[src/rtl/shram_pkg.sv]
package shram_pkg;
    localparam int CTL_W     = 16;
    localparam int B_RET     = 0;
    localparam int B_GRANT   = 1;
    localparam int B_LAYOUT  = 2;
    localparam int B_ZERO    = 5;
    localparam int BANK_LSB  = 6;
    localparam int PROT_LSB  = 8;

    localparam logic [CTL_W-1:0] CTL_RESET   = 16'h0001;
    localparam logic [CTL_W-1:0] SUB_WMASK   = 16'h001D;
    localparam logic [CTL_W-1:0] MAIN_WMASK  = 16'hFFC0;
    localparam logic [CTL_W-1:0] MAIN_RMASK  = 16'hFFE7;
    localparam logic [CTL_W-1:0] SUB_RMASK   = 16'hFF1F;

    typedef struct packed {
        logic main_hi;
        logic main_lo;
        logic sub_hi;
        logic sub_lo;
    } own_t;

    typedef struct packed {
        logic [CTL_W-1:0] ctl;
        own_t             own;
    } mode_state_t;

    localparam own_t OWN_MAIN_ALL = '{main_hi: 1'b1, main_lo: 1'b1, sub_hi: 1'b0, sub_lo: 1'b0};
    localparam own_t OWN_SUB_ALL  = '{main_hi: 1'b0, main_lo: 1'b0, sub_hi: 1'b1, sub_lo: 1'b1};
    localparam own_t OWN_MAIN_HI  = '{main_hi: 1'b1, main_lo: 1'b0, sub_hi: 1'b0, sub_lo: 1'b1};
    localparam own_t OWN_MAIN_LO  = '{main_hi: 1'b0, main_lo: 1'b1, sub_hi: 1'b1, sub_lo: 1'b0};

    function automatic own_t layout_owner(input logic layout, input logic ret);
        if (!layout) return ret ? OWN_MAIN_ALL : OWN_SUB_ALL;
        return ret ? OWN_MAIN_HI : OWN_MAIN_LO;
    endfunction
endpackage

[src/rtl/shram_mode_reg.sv]
module shram_mode_reg
    import shram_pkg::*;
(
    input  logic             clk,
    input  logic             rst_n,
    input  logic             main_we,
    input  logic [CTL_W-1:0] main_wdata,
    input  logic             sub_we,
    input  logic [CTL_W-1:0] sub_wdata,
    output logic [CTL_W-1:0] ctl_q,
    output own_t             own_q
);
    mode_state_t st_d, st_q;
    logic [CTL_W-1:0] mid_d;
    logic             flip_d;

    always_comb begin
        st_d   = st_q;
        mid_d  = st_q.ctl;
        flip_d = 1'b0;
        // sub CPU side first
        if (sub_we) begin
            mid_d  = (st_q.ctl & ~SUB_WMASK) | (sub_wdata & SUB_WMASK);
            flip_d = (mid_d[B_RET] != st_q.ctl[B_RET]) ||
                     (mid_d[B_LAYOUT] != st_q.ctl[B_LAYOUT]);
            if (flip_d) begin
                mid_d[B_GRANT] = 1'b0;
                st_d.own       = layout_owner(mid_d[B_LAYOUT], mid_d[B_RET]);
            end
        end
        st_d.ctl = mid_d;
        // main CPU side merged on top
        if (main_we) begin
            st_d.ctl = (mid_d & ~MAIN_WMASK) | (main_wdata & MAIN_WMASK);
            if (mid_d[B_LAYOUT]) begin
                st_d.ctl[B_GRANT] = ~main_wdata[B_GRANT];
            end else begin
                st_d.ctl[B_GRANT] = main_wdata[B_GRANT];
                if (!mid_d[B_GRANT] && main_wdata[B_GRANT]) begin
                    st_d.own = OWN_SUB_ALL;
                end
            end
        end
        st_d.ctl[B_ZERO] = 1'b0;
    end

    always_ff @(posedge clk) begin
        if (!rst_n) begin
            st_q.ctl <= CTL_RESET;
            st_q.own <= OWN_MAIN_ALL;
        end else begin
            st_q <= st_d;
        end
    end

    assign ctl_q = st_q.ctl;
    assign own_q = st_q.own;


    sub_only_keep_chk: assert property (@(posedge clk) disable iff (!rst_n)
        (sub_we && !main_we) |=> (ctl_q[15:5] == $past(ctl_q[15:5])));


    main_only_keep_chk: assert property (@(posedge clk) disable iff (!rst_n)
        (main_we && !sub_we) |=> (ctl_q[4:2] == $past(ctl_q[4:2]) && ctl_q[0] == $past(ctl_q[0])));


    bit5_zero_chk: assert property (@(posedge clk) disable iff (!rst_n) 1'b1 |=> !ctl_q[B_ZERO]);


    grant_clear_chk: assert property (@(posedge clk) disable iff (!rst_n)
        (sub_we && !main_we && ((sub_wdata[B_RET] != ctl_q[B_RET]) || (sub_wdata[B_LAYOUT] != ctl_q[B_LAYOUT])))
        |=> !ctl_q[B_GRANT]);


    split_force_chk: assert property (@(posedge clk) disable iff (!rst_n)
        (main_we && !sub_we && ctl_q[B_LAYOUT] && !main_wdata[B_GRANT]) |=> ctl_q[B_GRANT]);


    grant_handover_chk: assert property (@(posedge clk) disable iff (!rst_n)
        (main_we && !sub_we && !ctl_q[B_LAYOUT] && !ctl_q[B_GRANT] && main_wdata[B_GRANT])
        |=> (own_q.sub_hi && own_q.sub_lo && !own_q.main_hi && !own_q.main_lo));


    single_owner_chk: assert property (@(posedge clk) disable iff (!rst_n)
        $onehot0({own_q.main_hi, own_q.sub_hi}) && $onehot0({own_q.main_lo, own_q.sub_lo}));


    own_hold_chk: assert property (@(posedge clk) disable iff (!rst_n)
        (!main_we && !sub_we) |=> $stable(own_q));
endmodule

[src/rtl/shram_view.sv]
module shram_view
    import shram_pkg::*;
#(
    parameter int RAM_AW = 18
) (
    input  logic [CTL_W-1:0]  ctl,
    input  own_t              own,
    output logic [CTL_W-1:0]  main_rdata,
    output logic [CTL_W-1:0]  sub_rdata,
    output logic [RAM_AW-1:0] main_win_base,
    output logic [RAM_AW-1:0] sub_win_base
);
    localparam logic [RAM_AW-1:0] HALF_BASE = RAM_AW'(1) << (RAM_AW - 1);

    always_comb begin
        main_rdata    = ctl & MAIN_RMASK;
        sub_rdata     = ctl & SUB_RMASK;
        main_win_base = (own.main_hi && !own.main_lo) ? HALF_BASE : '0;
        sub_win_base  = (own.sub_hi && !own.sub_lo) ? HALF_BASE : '0;
    end


    always_comb begin
        read_mask_chk: assert (main_rdata[4:3] == 2'b00 && sub_rdata[7:5] == 3'b000);
    end
endmodule

[src/rtl/shram_prog_guard.sv]
module shram_prog_guard #(
    parameter int PROG_AW   = 19,
    parameter int REGION_AW = 17,
    localparam int BANK_W   = PROG_AW - REGION_AW,
    localparam int NREG     = 1 << BANK_W
) (
    input  logic [NREG-1:0]    prot_bits,
    input  logic [BANK_W-1:0]  bank_sel,
    input  logic               wr_req,
    input  logic [BANK_W-1:0]  region,
    output logic               wr_ok,
    output logic [PROG_AW-1:0] bank_base
);
    logic [NREG-1:0] region_hit;
    logic [NREG-1:0] region_open;

    for (genvar i = 0; i < NREG; i++) begin : g_region
        assign region_hit[i]  = (region == BANK_W'(i));
        assign region_open[i] = region_hit[i] & ~prot_bits[i];
    end

    assign wr_ok     = wr_req & (|region_open);
    assign bank_base = {bank_sel, {REGION_AW{1'b0}}};


    always_comb begin
        prog_guard_chk: assert (!wr_ok || (wr_req && !prot_bits[region]));
    end
endmodule

[src/rtl/shram_owner_ctrl.sv]
module shram_owner_ctrl
    import shram_pkg::*;
#(
    parameter int RAM_AW    = 18,
    parameter int PROG_AW   = 19,
    parameter int REGION_AW = 17,
    localparam int BANK_W   = PROG_AW - REGION_AW,
    localparam int NREG     = 1 << BANK_W
) (
    input  logic               clk,
    input  logic               rst_n,
    input  logic               main_we,
    input  logic [15:0]        main_wdata,
    output logic [15:0]        main_rdata,
    input  logic               sub_we,
    input  logic [15:0]        sub_wdata,
    output logic [15:0]        sub_rdata,
    input  logic               sub_prog_we,
    input  logic [BANK_W-1:0]  sub_prog_region,
    output logic               sub_prog_wr_ok,
    output logic [PROG_AW-1:0] prog_bank_base,
    output logic               main_hi,
    output logic               main_lo,
    output logic               sub_hi,
    output logic               sub_lo,
    output logic [RAM_AW-1:0]  main_win_base,
    output logic [RAM_AW-1:0]  sub_win_base
);
    logic [CTL_W-1:0] ctl;
    own_t             own;

    shram_mode_reg u_mode (
        .clk        (clk),
        .rst_n      (rst_n),
        .main_we    (main_we),
        .main_wdata (main_wdata),
        .sub_we     (sub_we),
        .sub_wdata  (sub_wdata),
        .ctl_q      (ctl),
        .own_q      (own)
    );

    shram_view #(.RAM_AW(RAM_AW)) u_view (
        .ctl           (ctl),
        .own           (own),
        .main_rdata    (main_rdata),
        .sub_rdata     (sub_rdata),
        .main_win_base (main_win_base),
        .sub_win_base  (sub_win_base)
    );

    shram_prog_guard #(.PROG_AW(PROG_AW), .REGION_AW(REGION_AW)) u_guard (
        .prot_bits (ctl[PROT_LSB +: NREG]),
        .bank_sel  (ctl[BANK_LSB +: BANK_W]),
        .wr_req    (sub_prog_we),
        .region    (sub_prog_region),
        .wr_ok     (sub_prog_wr_ok),
        .bank_base (prog_bank_base)
    );

    assign main_hi = own.main_hi;
    assign main_lo = own.main_lo;
    assign sub_hi  = own.sub_hi;
    assign sub_lo  = own.sub_lo;
endmodule

[config.mk]
export PLATFORM = sky130hd
export DESIGN_NAME = shram_owner_ctrl
export DESIGN_NICKNAME = d
export VERILOG_FILES = /design/src/rtl/shram_pkg.sv /design/src/rtl/shram_mode_reg.sv /design/src/rtl/shram_view.sv /design/src/rtl/shram_prog_guard.sv /design/src/rtl/shram_owner_ctrl.sv
export SDC_FILE = /design/constraint.sdc
export NUM_CORES = 1
export LEC_CHECK = 0
export BUFFER_PORTS_ARGS = -buffer_cell sky130_fd_sc_hd__buf_2
export CELL_PAD_IN_SITES_DETAIL_PLACEMENT = 1
export CELL_PAD_IN_SITES_GLOBAL_PLACEMENT = 1
export CORE_MARGIN = 5
export CORE_UTILIZATION = 26
export DETAILED_ROUTE_END_ITERATION = 8
export PLACE_DENSITY = 0.88
export RECOVER_POWER = 25
export SETUP_SLACK_MARGIN = 0.4
export SYNTH_ARGS = -nofsm -noshare
export SYNTH_HDL_FRONTEND = slang
export SYNTH_SLANG_ARGS = --single-unit
export TNS_END_PERCENT = 20
[constraint.sdc]
create_clock -name clk -period 2.8 [get_ports clk]
set_input_delay 0.28 -clock clk [delete_from_list [all_inputs] [get_ports clk]]
set_output_delay 0.28 -clock clk [all_outputs]
set_load 0.005 [all_outputs]
Yosys cells after proc, flatten, opt, wreduce, memory -nomap -nowiden --
Cells that the tools add are included.
Storage, ports and cells: logic and storage cells 51, output and inout bits 92, flip-flop bits (word level) 20
Operators by class: reductions and logical operators 10, eq/ne operators 5, mux-type cells 17, bitwise logic cells 12
Operators with widths (number):
- two-way mux 18 bit | 2
- two-way mux 4 bit | 8
- two-way mux 20 bit | 1
- two-way mux 16 bit | 1
- bitwise OR 16 x 5 -> 16 bit | 1
- bitwise OR 6 x 16 -> 16 bit | 1
- AND 1 bit | 5
- two-way mux 1 bit | 5
- NOT 1 bit | 5
- equality test 2 bit (second input constant) | 2
- OR reduction 4 bit | 1
- logical AND 1 bit | 3
- zero test 1 bit | 3
- equality test 2 x 1 -> 1 bit (second input constant) | 1
- zero test 2 bit | 1
- inequality test 1 bit | 2
- nonzero test 2 bit | 1
- logical OR 1 bit | 1

Depth between registers and ports, before layout --
word-level depth 11, gate-level depth with buffers 5, depth with buffers taken out 5

Modules after synthesis --
A second synthesis with hierarchy kept.
Unflattened totals: cell total of the unflattened synthesis 169, area total of the unflattened synthesis 1555.2 µm²
By module, submodules not included:
- shram_mode_reg | area an instance 853.3 µm², times used 1, cells each 78
- shram_view | area an instance 526.8 µm², times used 1, cells each 69
- shram_prog_guard | area an instance 175.2 µm², times used 1, cells each 22

Worst setup path after synthesis --
No wires, ideal clock.
kind reg-to-output, from register, netlist name u_mode.ctl_q[11], to output port sub_prog_wr_ok, data arrival time 0.909 ns, stages on the path, launching flop included 3, data required time 2.520 ns, slack 1.611 ns, path through dfxtp_1 -> mux4_2 -> nor2b_1
Between the ends: longest elaborated chain between the ends 4
RTL lines:
- NOT 1 bit | RTL line shram_prog_guard.sv:19 | assign region_open[i] = region_hit[i] & ~prot_bits[i];
- AND 1 bit | RTL line shram_prog_guard.sv:19
- OR reduction 4 bit | RTL line shram_prog_guard.sv:22 | assign wr_ok = wr_req & (|region_open);
- AND 1 bit | RTL line shram_prog_guard.sv:22
- end: declaration | RTL line shram_owner_ctrl.sv:20 | output logic sub_prog_wr_ok,
Every way passes these cells.

Final worst setup path --
from register, netlist name u_mode.ctl_q[11], to output port sub_prog_wr_ok
Between the ends: longest elaborated chain between the ends 4
RTL lines (RTL line):
- NOT 1 bit | shram_prog_guard.sv:19
- AND 1 bit | shram_prog_guard.sv:19
- OR reduction 4 bit | shram_prog_guard.sv:22
- AND 1 bit | shram_prog_guard.sv:22
Every way passes these cells.

==> out/results.ini <==
[floorplan]
start_util_pct = 27.1
die_w_um = 83.7
ioPinCount = 131
rows = 26
core_um2 = 5200
die_height_um = 83.7
fp.dieArea_um2 = 7010

[run]
drv_cap = 0

[placed_design]
pre_cts_ws_ns = 1.45
dp_hpwl_um = 2540
gp_congestion = 0.730
io_buffer_count = 56

[worst_setup_path]
critical_path_class = reg -> out
slowest_stage = mux4_2
worstPathArrival_ns = 1.27
cp_slowest_stage_delay_ns = 0.46
timing.rr.end = u_mode.own_q[1]$_SDFF_PN0_
path_max_fanout = 4
startpoint_type = flip-flop
path_delay_family = multiplexers
rrSetupSlack_ns = 1.54
endpoint_kind = output pin
cp.required_ns = 2.52
cp.buffers_inverters = 1
timing.rr.start = u_mode.ctl_q[2]$_SDFF_PN0_
cp_cell_sequence = mux4_2 -> nor2b_1 -> buf_2
r2r.worst_path.cells = 4

[global_route]
overflow = 0
grt_max_degree = 21
grt_pass1_vias = 924
grtUsageTotal_pct = 8.07
grt_pass1_wl_um = 4610
antenna_found_initial = 0

[detailed_routing]
viasPerCell = 3.50
firstDrtPassIters = 2
wl_um = 3040
drtAntennaViolNets = 0
remaining_drc_errors = 0
vias = 917
drt-wirelength-per-cell_um = 11.6
drt_iter0_drc = 21

[synthesis]
yosysSeqAreaShare_pct = 26.9
postSynthAreaPerCell_um2 = 9.36
ys_ff_latch = 19
netlist_area_um2 = 1410
yosys_warnings = 0
synthCells = 151
yosysUniqueCellTypes = 24

[clock_tree]
insertion_delay_ns = 0.26
cts_hold_buf = 0
numCtsBuffers = 3
clock-sinks = 19
cts-htree-levels = 1
root_buffer = clkbuf_8
cts_tree = yes
path_clk_slew_ns = 0.08
clk_path_buf_depth = 2
cts_resized = 0
post-cts-setup-buffers = 0

[min_path]
min_path_cells = 3
min_path_type = in -> reg
min_from = main_wdata[9]
holdPathEnd = u_mode.ctl_q[9]$_SDFFE_PN0P_

[finish]
nNetsFinal = 234
register_area_um2 = 380
multi_input_area_um2 = 678
fillerInstances = 649
drive_gt1_share_pct = 33.9
syn2layout_area_growth_pct = 4.69
antenna_cells = 0

[pwr]
p_clk_share_pct = 30.5
power_uw = 648
irDropWorstVdd_v = 0.000188
cell_internal_pwr_uw = 456
combPwrFrac_pct = 22.5
p_per_area_nw_per_um2 = 438
switching_power_uw = 192
switching_share_pct = 29.6
pwr-share-seq_pct = 47.0
p_leak_nw = 0.830

[sta]
hold_violations = 0
slew_headroom_pct = 33.5
setup_slack_ns = 1.25
post-route-period-util_pct = 55.3
rsz0062_at_grt = no
period_minus_slack_ns = 1.55
max_freq_mhz = 646
drv_slew = 0
setup-tns-final_ns = 0
holdWs_ns = 0.277
worst_pin_slew_ns = 0.998
setup_viol = 0
skew_ns = 0.000584

[run_status]
status = finished clean

## cell usage in the layout (no fill, tap or decap)
master	instances
and2b_2	1
buf_2	55
clkbuf_1	1
clkbuf_8	3
clkinv_2	1
conb_1	57
dfxtp_1	19
ha_1	2
inv_1	2
mux2i_1	13
mux2i_4	1
mux4_2	1
nand2_1	5
nand2_2	1
nand3_1	4
nand4b_1	1
nand4b_4	1
nor2_1	1
nor2b_1	15
o211ai_1	2
o21ai_4	1
o221a_1	2
xnor2_1	1
xor2_1	2
## worst reg2reg max path: stages, from the launching register on
cell	delay [ns]
dfxtp_1	0.37
xor2_1	0.21
o21ai_4	0.27
nand2_2	0.08
o221a_1	0.24
## area by class of cell
cell class | count | share of cell area (%)
clock inverter | 1 | 0.338
multi-input combinational | 111 | 45.9
inverter | 2 | 0.508
sequential | 19 | 25.7
timing repair buffer | 56 | 18.9
tap | 70 | 5.92
clock buffer | 3 | 2.79
## layer usage
metal | wire length, um | track usage [%] | up-vias
li1 | - | - | 440
met1 | 1000 | 7.55 | 424
met2 | 1740 | 16.1 | 51
met3 | 291 | 3.26 | 2
met4 | 8 | 1.75 | 0
met5 | 0 | 0 | -
## power by group through the flow
stage	clock network (mW)	logic (mW)	registers, mW
after floorplan	0	0.156	0.312
after CTS	0.214	0.145	0.306
after global routing	0.223	0.163	0.308
final	0.198	0.145	0.305
after global placement	0	0.141	0.310
after detailed placement	0	0.145	0.312
## logic make-up (layout without fill, tap and decap cells)
| family | count (synthesis) | after routing | share of synthesized area (%) |
|---|---|---|---|
| AO/OA/AOI/OAI | 5 | 5 | 3.81 |
| XOR/XNOR | 3 | 3 | 1.86 |
| adder cells (fa/ha/maj) | 2 | 2 | 1.77 |
| buffers and inverters | 77 | 62 | 39.9 |
| flip-flops | 19 | 19 | 26.9 |
| multiplexers | 15 | 15 | 12.4 |
| other | 1 | 57 | 0.265 |
| AND/OR/NAND/NOR | 29 | 29 | 13.0 |
## how the worst max path moves through the flow
stage | to | slack (ns) | from | cells after the start
floorplan | sub_prog_wr_ok | 1.61 | u_mode.ctl_q[11]$_SDFFE_PN0P_ | 2
global placement | sub_prog_wr_ok | 1.45 | sub_prog_region[0] | 4
detailed placement | sub_prog_wr_ok | 1.45 | sub_prog_region[0] | 4
CTS | sub_prog_wr_ok | 1.23 | u_mode.ctl_q[11]$_SDFFE_PN0P_ | 3
global route | sub_prog_wr_ok | 1.18 | u_mode.ctl_q[8]$_SDFFE_PN0P_ | 3
finish | sub_prog_wr_ok | 1.25 | u_mode.ctl_q[11]$_SDFFE_PN0P_ | 3
## state kept, by name (all words and copies together) (netlist names)
name and flops:
u_mode.own_q 4, u_mode.ctl_q 15
## metrics by stage
| step | instance area (um2) | utilization, % | std cells |
|---|---|---|---|
| global route | 1480 | 28.4 | 262 |
| CTS | 1480 | 28.4 | 262 |
| floorplan | 1620 | - | 207 |
| finish | 1480 | 28.4 | 262 |
| detailed placement | 1430 | 27.5 | 258 |
| global placement | 1430 | 27.5 | 258 |
## synthesized netlist by cell type, drive strengths merged
library cell	number	area [um2]
and2b	1	8.76
nor2b	15	93.8
o21ai	1	16.3
conb	1	3.75
o221a	2	22.5
ha	2	25.0
xor2	2	17.5
buf	73	549
clkbuf	2	7.51
nand3	4	20.0
xnor2	1	8.76
mux2i	14	153
dfxtp	19	380
mux4	1	22.5
nor2	1	3.75
inv	2	7.51
nand4b	2	32.5
nand2	6	25.0
o211ai	2	15.0
No activity file was read; power rests on OpenSTA's default activity.
